`config.mk`:
```
export PLATFORM = sky130hd
export DESIGN_NAME = jkshift_reg
export DESIGN_NICKNAME = d
export VERILOG_FILES = /design/src/rtl/jkshift_pkg.sv /design/src/rtl/jkshift_cell.sv /design/src/rtl/jkshift_feed.sv /design/src/rtl/jkshift_reg.sv
export SDC_FILE = /design/constraint.sdc
export NUM_CORES = 1
export LEC_CHECK = 0
export BUFFER_PORTS_ARGS = -buffer_cell sky130_fd_sc_hd__buf_2
export CAP_MARGIN = 10
export CELL_PAD_IN_SITES_DETAIL_PLACEMENT = 1
export CELL_PAD_IN_SITES_GLOBAL_PLACEMENT = 1
export CORE_AREA = 2 2 39 41
export DETAILED_ROUTE_END_ITERATION = 10
export DIE_AREA = 0 0 41 43
export PLACE_DENSITY = 0.44
export SLEW_MARGIN = 30
export SYNTH_ARGS = -nofsm -noshare
export SYNTH_HDL_FRONTEND = slang
export SYNTH_HIERARCHICAL = 1
export SYNTH_SLANG_ARGS = --single-unit
```
`constraint.sdc`:
```
create_clock -name clk -period 0.9 [get_ports clk]
set_input_delay 0.135 -clock clk [delete_from_list [all_inputs] [get_ports clk]]
set_output_delay 0.135 -clock clk [all_outputs]
set_load 0.01 [all_outputs]
```
`src/rtl/jkshift_pkg.sv`:
```
package jkshift_pkg;

  typedef enum logic {
    MODE_LOAD  = 1'b0,
    MODE_SHIFT = 1'b1
  } mode_e;

  // Next value of the first stage from the serial pair (kb is active low).
  function automatic logic serial_next(input logic j, input logic kb, input logic cur);
    logic nxt;
    case ({j, kb})
      2'b00:   nxt = 1'b0;
      2'b11:   nxt = 1'b1;
      2'b01:   nxt = cur;
      default: nxt = ~cur;
    endcase
    return nxt;
  endfunction

endpackage

```
`src/rtl/jkshift_cell.sv`:
```
module jkshift_cell #(
  parameter logic RST_VAL = 1'b0
) (
  input  logic clk,
  input  logic rst_n,
  input  logic d,
  output logic q
);

  always_ff @(posedge clk or negedge rst_n) begin
    if (!rst_n) q <= RST_VAL;
    else        q <= d;
  end

endmodule

```
`src/rtl/jkshift_feed.sv`:
```
module jkshift_feed
  import jkshift_pkg::*;
(
  input  logic shift_en,
  input  logic j_in,
  input  logic kb_in,
  input  logic par_bit,
  input  logic q_now,
  output logic d_next
);

  mode_e mode;

  always_comb begin
    mode = mode_e'(shift_en);
    if (mode == MODE_SHIFT) d_next = serial_next(j_in, kb_in, q_now);
    else                    d_next = par_bit;
  end

endmodule

```
`src/rtl/jkshift_reg.sv`:
```
module jkshift_reg #(
  parameter int WIDTH = 4
) (
  input  logic             clk,
  input  logic             rst_n,
  input  logic             shift_en,
  input  logic             j_in,
  input  logic             kb_in,
  input  logic [WIDTH-1:0] par_in,
  output logic [WIDTH-1:0] q_out,
  output logic             q_last_n
);

  localparam int MSB = WIDTH - 1;

  logic [WIDTH-1:0] d_vec;
  logic [WIDTH-1:0] q_vec;
  logic             head_d;

  jkshift_feed u_feed (
    .shift_en (shift_en),
    .j_in     (j_in),
    .kb_in    (kb_in),
    .par_bit  (par_in[0]),
    .q_now    (q_vec[0]),
    .d_next   (head_d)
  );

  for (genvar i = 0; i < WIDTH; i++) begin : g_stage
    if (i == 0) begin : g_head
      assign d_vec[i] = head_d;
    end else begin : g_body
      assign d_vec[i] = shift_en ? q_vec[i-1] : par_in[i];
    end

    jkshift_cell #(.RST_VAL(1'b0)) u_cell (
      .clk   (clk),
      .rst_n (rst_n),
      .d     (d_vec[i]),
      .q     (q_vec[i])
    );
  end

  // Separate flop for the inverted last stage, so that output is registered too.
  jkshift_cell #(.RST_VAL(1'b1)) u_comp (
    .clk   (clk),
    .rst_n (rst_n),
    .d     (~d_vec[MSB]),
    .q     (q_last_n)
  );

  assign q_out = q_vec;

endmodule

```
==> reports/metrics.csv, run 1 <==
stage;metric;value;unit
placement;portBuffers;13;
sta;timing.final.hold_violations;0;
sta;timing.fmax;1020;MHz
setup_path;cpPeakStageDelay;0.52;ns
power_and_ir_drop;powerDensity;1860;nW/um^2
routing;drt-initial-drc-count;3;
floorplanning;fp.coreArea;1380;sq um
synthesis;ys_ff_latch;5;
synthesis;mapped_avg_cell_area;15.7;sq um
sta;slew_violations;0;
routing;routed_wire_length_per_instance;9.67;um
floorplanning;number_of_rows_in_the_core_area;14;
setup_path;critical_path.endpoint_type;primary output;
routing;ant_nets;0;
grt;grt_pass1_vias;182;
job;max_cap_viol_count;0;
setup_path;worstPathBufferInverterCount;1;
sta;worstMarginPinSlew;0.125;ns
placement;dpl.cell_count;41;
setup_path;cp_data_required_time;0.76;ns
clock_tree;clock_tree.buffer_depth;2;
clock_tree;cts.htree.levels;1;
clock_tree;clk_transition_reported_paths;0.04;ns
sta;pnr_worst_setup_slack;-0.0851;ns
setup_path;worstSetupStartpointType;flop;
hold_path;min_delay_path_depth;2;
cells_and_area;stdcell_count;48;
routing;vias;176;
cells_and_area;fin_util;0.244;
cells_and_area;post-route-cell-area;338;sq um
floorplanning;floorplan.die_area;1760;sq um
synthesis;synthesis.instances;12;
setup_path;maximum_fanout_encountered_on_the_critical_timing_path;1;
clock_tree;clk-insertion-delay-late;0.24;ns
hold_path;min-delay-path-class;input port to flop;
routing;detail_route.wirelength;464;um
clock_tree;tritoncts_num_sinks;5;
sta;grt_setup_unrepaired;true;
sta;sum_of_negative_setup_slack;-0.0858;ns
clock_tree;cts_tree;yes;
setup_path;r2r_start;g_stage[2].u_cell/q;
synthesis;mappedNetlistNets;21;
status;outcome;complete, but fails checks;
cells_and_area;flip_flop_and_latch_area;126;sq um
floorplanning;die_h;43;um
synthesis;share_of_synthesized_area_occupied_by_flip_flops_and_latches;0.669;
sta;period_share;1.09;
setup_path;path_class;flop to primary output;
setup_path;worstRegToRegCells;2;
routing;drc;0;
power_and_ir_drop;max-vdd-ir-drop;0.525;mV
cells_and_area;antenna_cells;0;
grt;grt_max_degree;7;
cells_and_area;post_route_cells_drive_above_1_share;0.688;
synthesis;synthesis.area;189;sq um
sta;finalCriticalPeriod;0.985;ns
clock_tree;cts_inserted_buffers;3;
status;failed_checks;negative setup slack;
cells_and_area;fin_nets;42;
grt;number_of_antenna_violations_at_the_first_check_in_global_routing;0;
floorplanning;start_util;0.137;
floorplanning;ioPinCount;14;
routing;drtPass1Iterations;2;
sta;max_slew_margin;0.914;
clock_tree;clock-root-buffer;sky130_fd_sc_hd__clkbuf_4;
cells_and_area;n_fill_cell;159;
routing;detail_route.vias_per_cell;3.67;
power_and_ir_drop;static-leakage-power;0.167;nW
sta;setup_viol;2;
floorplanning;die_w;41;um
hold_path;hold-path-endpoint;u_comp/q;
sta;timing.clock.skew;0.00239;ns
placement;gp_routability_congestion;0.516;
sta;fin_worst_hold_slack;0.0509;ns
grt;globalRoute.totalOverflow;0;
grt;wire_length_of_the_first_global_routing_pass;724;um
synthesis;synth_cell_types;6;
setup_path;worst_path_max_delay_cell;sky130_fd_sc_hd__dfstp_2;
setup_path;crit-reg2reg-capture;g_stage[3].u_cell/q;
setup_path;ff2ff_setup_slack;0;ns
grt;grt_usage;0.0706;
setup_path;worst_ep_arrival;0.85;ns
cells_and_area;multiInputGateArea;62.6;sq um
synthesis;ys_warn_count;6;
setup_path;critical_path.cell_chain;buf_6;
hold_path;hold_path.startpoint;par_in[3];
setup_path;critical_path.top_delay_family;flip-flops;
placement;post_place_instance_area;274;sq um
cells_and_area;areaGrowthSynthToFinish;78.8;%
-- power by group --
group / internal, mW / total, mW / leakage (nW) / switching (mW)
combinational: 0.0689 / 0.113 / 0.0959 / 0.0444
sequential: 0.251 / 0.262 / 0.0565 / 0.0110
clock: 0.167 / 0.253 / 0.0150 / 0.0857
total: 0.487 / 0.628 / 0.167 / 0.141
-- kinds of logic after synthesis --
family             count (synthesis)  synth area share
DFF                                5             0.669
muxes                              5             0.285
and+or+nand+nor                    1            0.0198
AOI/OAI and AO/OA                  1            0.0265
-- cell usage after synthesis, drive strengths merged --
library cell	number	area, sq um
a21oi	1	5.00
dfrtp	4	100
mux2i	2	20.0
mux2	3	33.8
nor2	1	3.75
dfstp	1	26.3
-- layer usage --
layer	share of wire	routed length, um	GRT usage	vias to the layer above
li1	-	-	-	81
met1	0.42	196	0.0651	81
met2	0.42	195	0.0906	14
met3	0.16	73	0.0785	0
met4	0	0	0.0400	0
met5	0	0	0	-
-- layout make-up --
cell class,count,share of cell area
Multi-Input combinational cell,7,0.185
Timing Repair Buffer,16,0.304
Tap cell,16,0.0593
Sequential cell,5,0.374
Clock buffer,4,0.0778
-- state kept, by name, summed over array words and instances, names as in the netlist --
| name | flops |
|---|---|
| g_stage.u_cell/q | 4 |
| u_comp/q | 1 |
-- stage by stage --
stage	setup slack (ns)	total power, mW
after floorplan	0.104	0.300
after global placement	0.144	0.348
after detailed placement	0.121	0.352
after CTS	-0.100	0.634
after global routing	-0.134	0.695
final	-0.0851	0.628
-- cell usage in the layout, fill, tap and decap left out, drive strengths merged --
cell / netlist / routed
buf: 0 / 15
mux2: 3 / 3
mux2i: 2 / 2
dfstp: 1 / 1
a21oi: 1 / 1
dlygate4sd3: 0 / 1
nor2: 1 / 1
clkbuf: 0 / 4
dfrtp: 4 / 4
-- worst max-delay path by stage --
stage / slack, ns / end / cells after the start / start
2_1_floorplan: 0.10 / g_stage[1].u_cell/q / 1 / g_stage[0].u_cell/q
3_3_place_gp: 0.14 / g_stage[2].u_cell/q / 2 / shift_en
3_5_place_dp: 0.12 / g_stage[3].u_cell/q / 2 / shift_en
4_1_cts: -0.10 / q_last_n / 1 / u_comp/q
5_1_grt: -0.13 / q_last_n / 1 / u_comp/q
6_report: -0.09 / q_last_n / 1 / u_comp/q
-- what timing repair did --
action,in CTS,in global routing
hold endpoints to repair,5,0
endpoints found under the setup margin,3,5
gates resized for setup,1,1
hold buffers,1,0
buffers inserted,1,1
(Power assumes the default switching activity.)
==> run 2: changes to the inputs <==
- ABC_CLOCK_PERIOD_IN_PS: default -> 900
- GPL_TIMING_DRIVEN: default -> 0
==> reports/metrics.csv, run 2 (synthesis gave the netlist of run 1 again) <==
stage;metric;value;unit
status;outcome;complete, but fails checks;
status;failed_checks;negative setup slack;
setup_path;critical_path.endpoint_type;primary output;
sta;timing.clock.skew;0.00131;ns
cells_and_area;multiInputGateArea;62.6;sq um
hold_path;min_delay_path_depth;2;
hold_path;min-delay-path-class;input port to flop;
routing;detail_route.vias_per_cell;3.69;
clock_tree;clock_tree.buffer_depth;2;
floorplanning;floorplan.die_area;1760;sq um
clock_tree;clk_transition_reported_paths;0.04;ns
sta;grt_setup_unrepaired;true;
clock_tree;clock-root-buffer;sky130_fd_sc_hd__clkbuf_4;
grt;grt_pass1_vias;178;
floorplanning;number_of_rows_in_the_core_area;14;
sta;setup_viol;2;
setup_path;worstSetupStartpointType;flop;
power_and_ir_drop;max-vdd-ir-drop;0.595;mV
grt;grt_usage;0.0636;
grt;number_of_antenna_violations_at_the_first_check_in_global_routing;0;
power_and_ir_drop;static-leakage-power;0.167;nW
cells_and_area;n_fill_cell;167;
routing;drtPass1Iterations;1;
grt;grt_max_degree;7;
setup_path;worst-path-stages;1;
routing;detail_route.wirelength;488;um
setup_path;critical_path.cell_chain;buf_6;
clock_tree;clk-insertion-delay-late;0.24;ns
routing;met3_length;82;um
floorplanning;die_w;41;um
cells_and_area;fin_nets;42;
routing;top_signal_layer_used;met3;
floorplanning;start_util;0.137;
cells_and_area;layout_top_registers;g_stage.u_cell/q (4), u_comp/q (1);
grt;wire_length_of_the_first_global_routing_pass;669;um
power_and_ir_drop;powerDensity;1880;nW/um^2
cells_and_area;post_route_cells_drive_above_1_share;0.688;
sta;slew_violations;0;
clock_tree;cts.htree.levels;1;
floorplanning;die_h;43;um
grt;globalRoute.totalOverflow;0;
routing;drc;0;
routing;met2WireLength;189;um
placement;dpl.cell_count;41;
placement;worst_setup_slack_post_dpl;0.122;ns
clock_tree;cts_inserted_buffers;3;
cells_and_area;areaGrowthSynthToFinish;78.8;%
sta;worstMarginPinSlew;0.136;ns
floorplanning;fp.coreArea;1380;sq um
routing;ant_nets;0;
setup_path;cp_data_required_time;0.76;ns
routing;routed_wire_length_per_instance;10.2;um
setup_path;worstPathBufferInverterCount;1;
setup_path;maximum_fanout_encountered_on_the_critical_timing_path;1;
cells_and_area;leading_cell_types_in_the_layout_fill_and_taps_excluded;sky130_fd_sc_hd__buf_2 (11), sky130_fd_sc_hd__dfrtp_1 (4), sky130_fd_sc_hd__mux2_2 (3), sky130_fd_sc_hd__clkbuf_4 (3);
floorplanning;ioPinCount;14;
cells_and_area;stdcell_count;48;
cells_and_area;flip_flop_and_latch_area;126;sq um
setup_path;worstRegToRegCells;2;
routing;drt-initial-drc-count;0;
sta;timing.fmax;1010;MHz
routing;met1_length;215;um
setup_path;worst_path_max_delay_cell;sky130_fd_sc_hd__dfstp_2;
routing;vias;177;
sta;timing.final.hold_violations;0;
sta;period_share;1.10;
cells_and_area;layout.cells.most_common;sky130_fd_sc_hd__buf_2;
sta;max_slew_margin;0.907;
cells_and_area;antenna_cells;0;
cells_and_area;largest_register_ff_count;4;
cells_and_area;fin_util;0.244;
setup_path;cpPeakStageDelay;0.52;ns
sta;fin_worst_hold_slack;0.0529;ns
setup_path;critical_path.top_delay_family;flip-flops;
clock_tree;cts_tree;yes;
placement;portBuffers;13;
setup_path;worst_ep_arrival;0.86;ns
clock_tree;tritoncts_num_sinks;5;
sta;finalCriticalPeriod;0.991;ns
setup_path;path_class;flop to primary output;
sta;sum_of_negative_setup_slack;-0.0911;ns
placement;gp_routability_congestion;0.522;
sta;pnr_worst_setup_slack;-0.0907;ns
job;max_cap_viol_count;0;
cells_and_area;largest_register;g_stage.u_cell/q;
## run 2: final timing paths
path	from	endpoint	slack, ns
worst max register to register	g_stage[2].u_cell/q	g_stage[3].u_cell/q	0.02
min in group asynchronous	rst_n	g_stage[2].u_cell/q	0.25
worst min register to register	g_stage[1].u_cell/q	g_stage[2].u_cell/q	0.51
worst min-delay path	par_in[3]	u_comp/q	0.05
worst max-delay path	u_comp/q	q_last_n	-0.09
max in group asynchronous	rst_n	u_comp/q	0.44
## run 2: layout make-up
cell class	count	share of cell area
clock buffer	4	0.0778
multi-input combinational	7	0.185
sequential	5	0.374
tap	16	0.0593
timing repair buffer	16	0.304
## run 2: repair_timing
action                                  in CTS  in global routing
pin swaps                                    0                  0
hold endpoints to repair                     5                  0
gates resized for setup                      1                  1
hold buffers                                 1                  0
endpoints found under the setup margin       3                  4
buffers inserted                             2                  0
## run 2: layer usage
metal  up-vias  GRT usage
met4         0     0.0200
met5         -          0
li1         81          -
met2        17     0.0875
met1        79     0.0656
met3         0     0.0628
## run 2: power breakdown
group,total [mW],switching (mW),internal [mW]
Clock,0.260,0.0920,0.168
Combinational,0.113,0.0444,0.0688
Sequential,0.262,0.0113,0.251
## run 2: through the flow
step,area (sq um),total power [mW]
6_report,338,0.635
3_3_place_gp,274,0.349
5_1_grt,338,0.674
3_5_place_dp,274,0.353
4_1_cts,332,0.641
2_1_floorplan,189,0.300
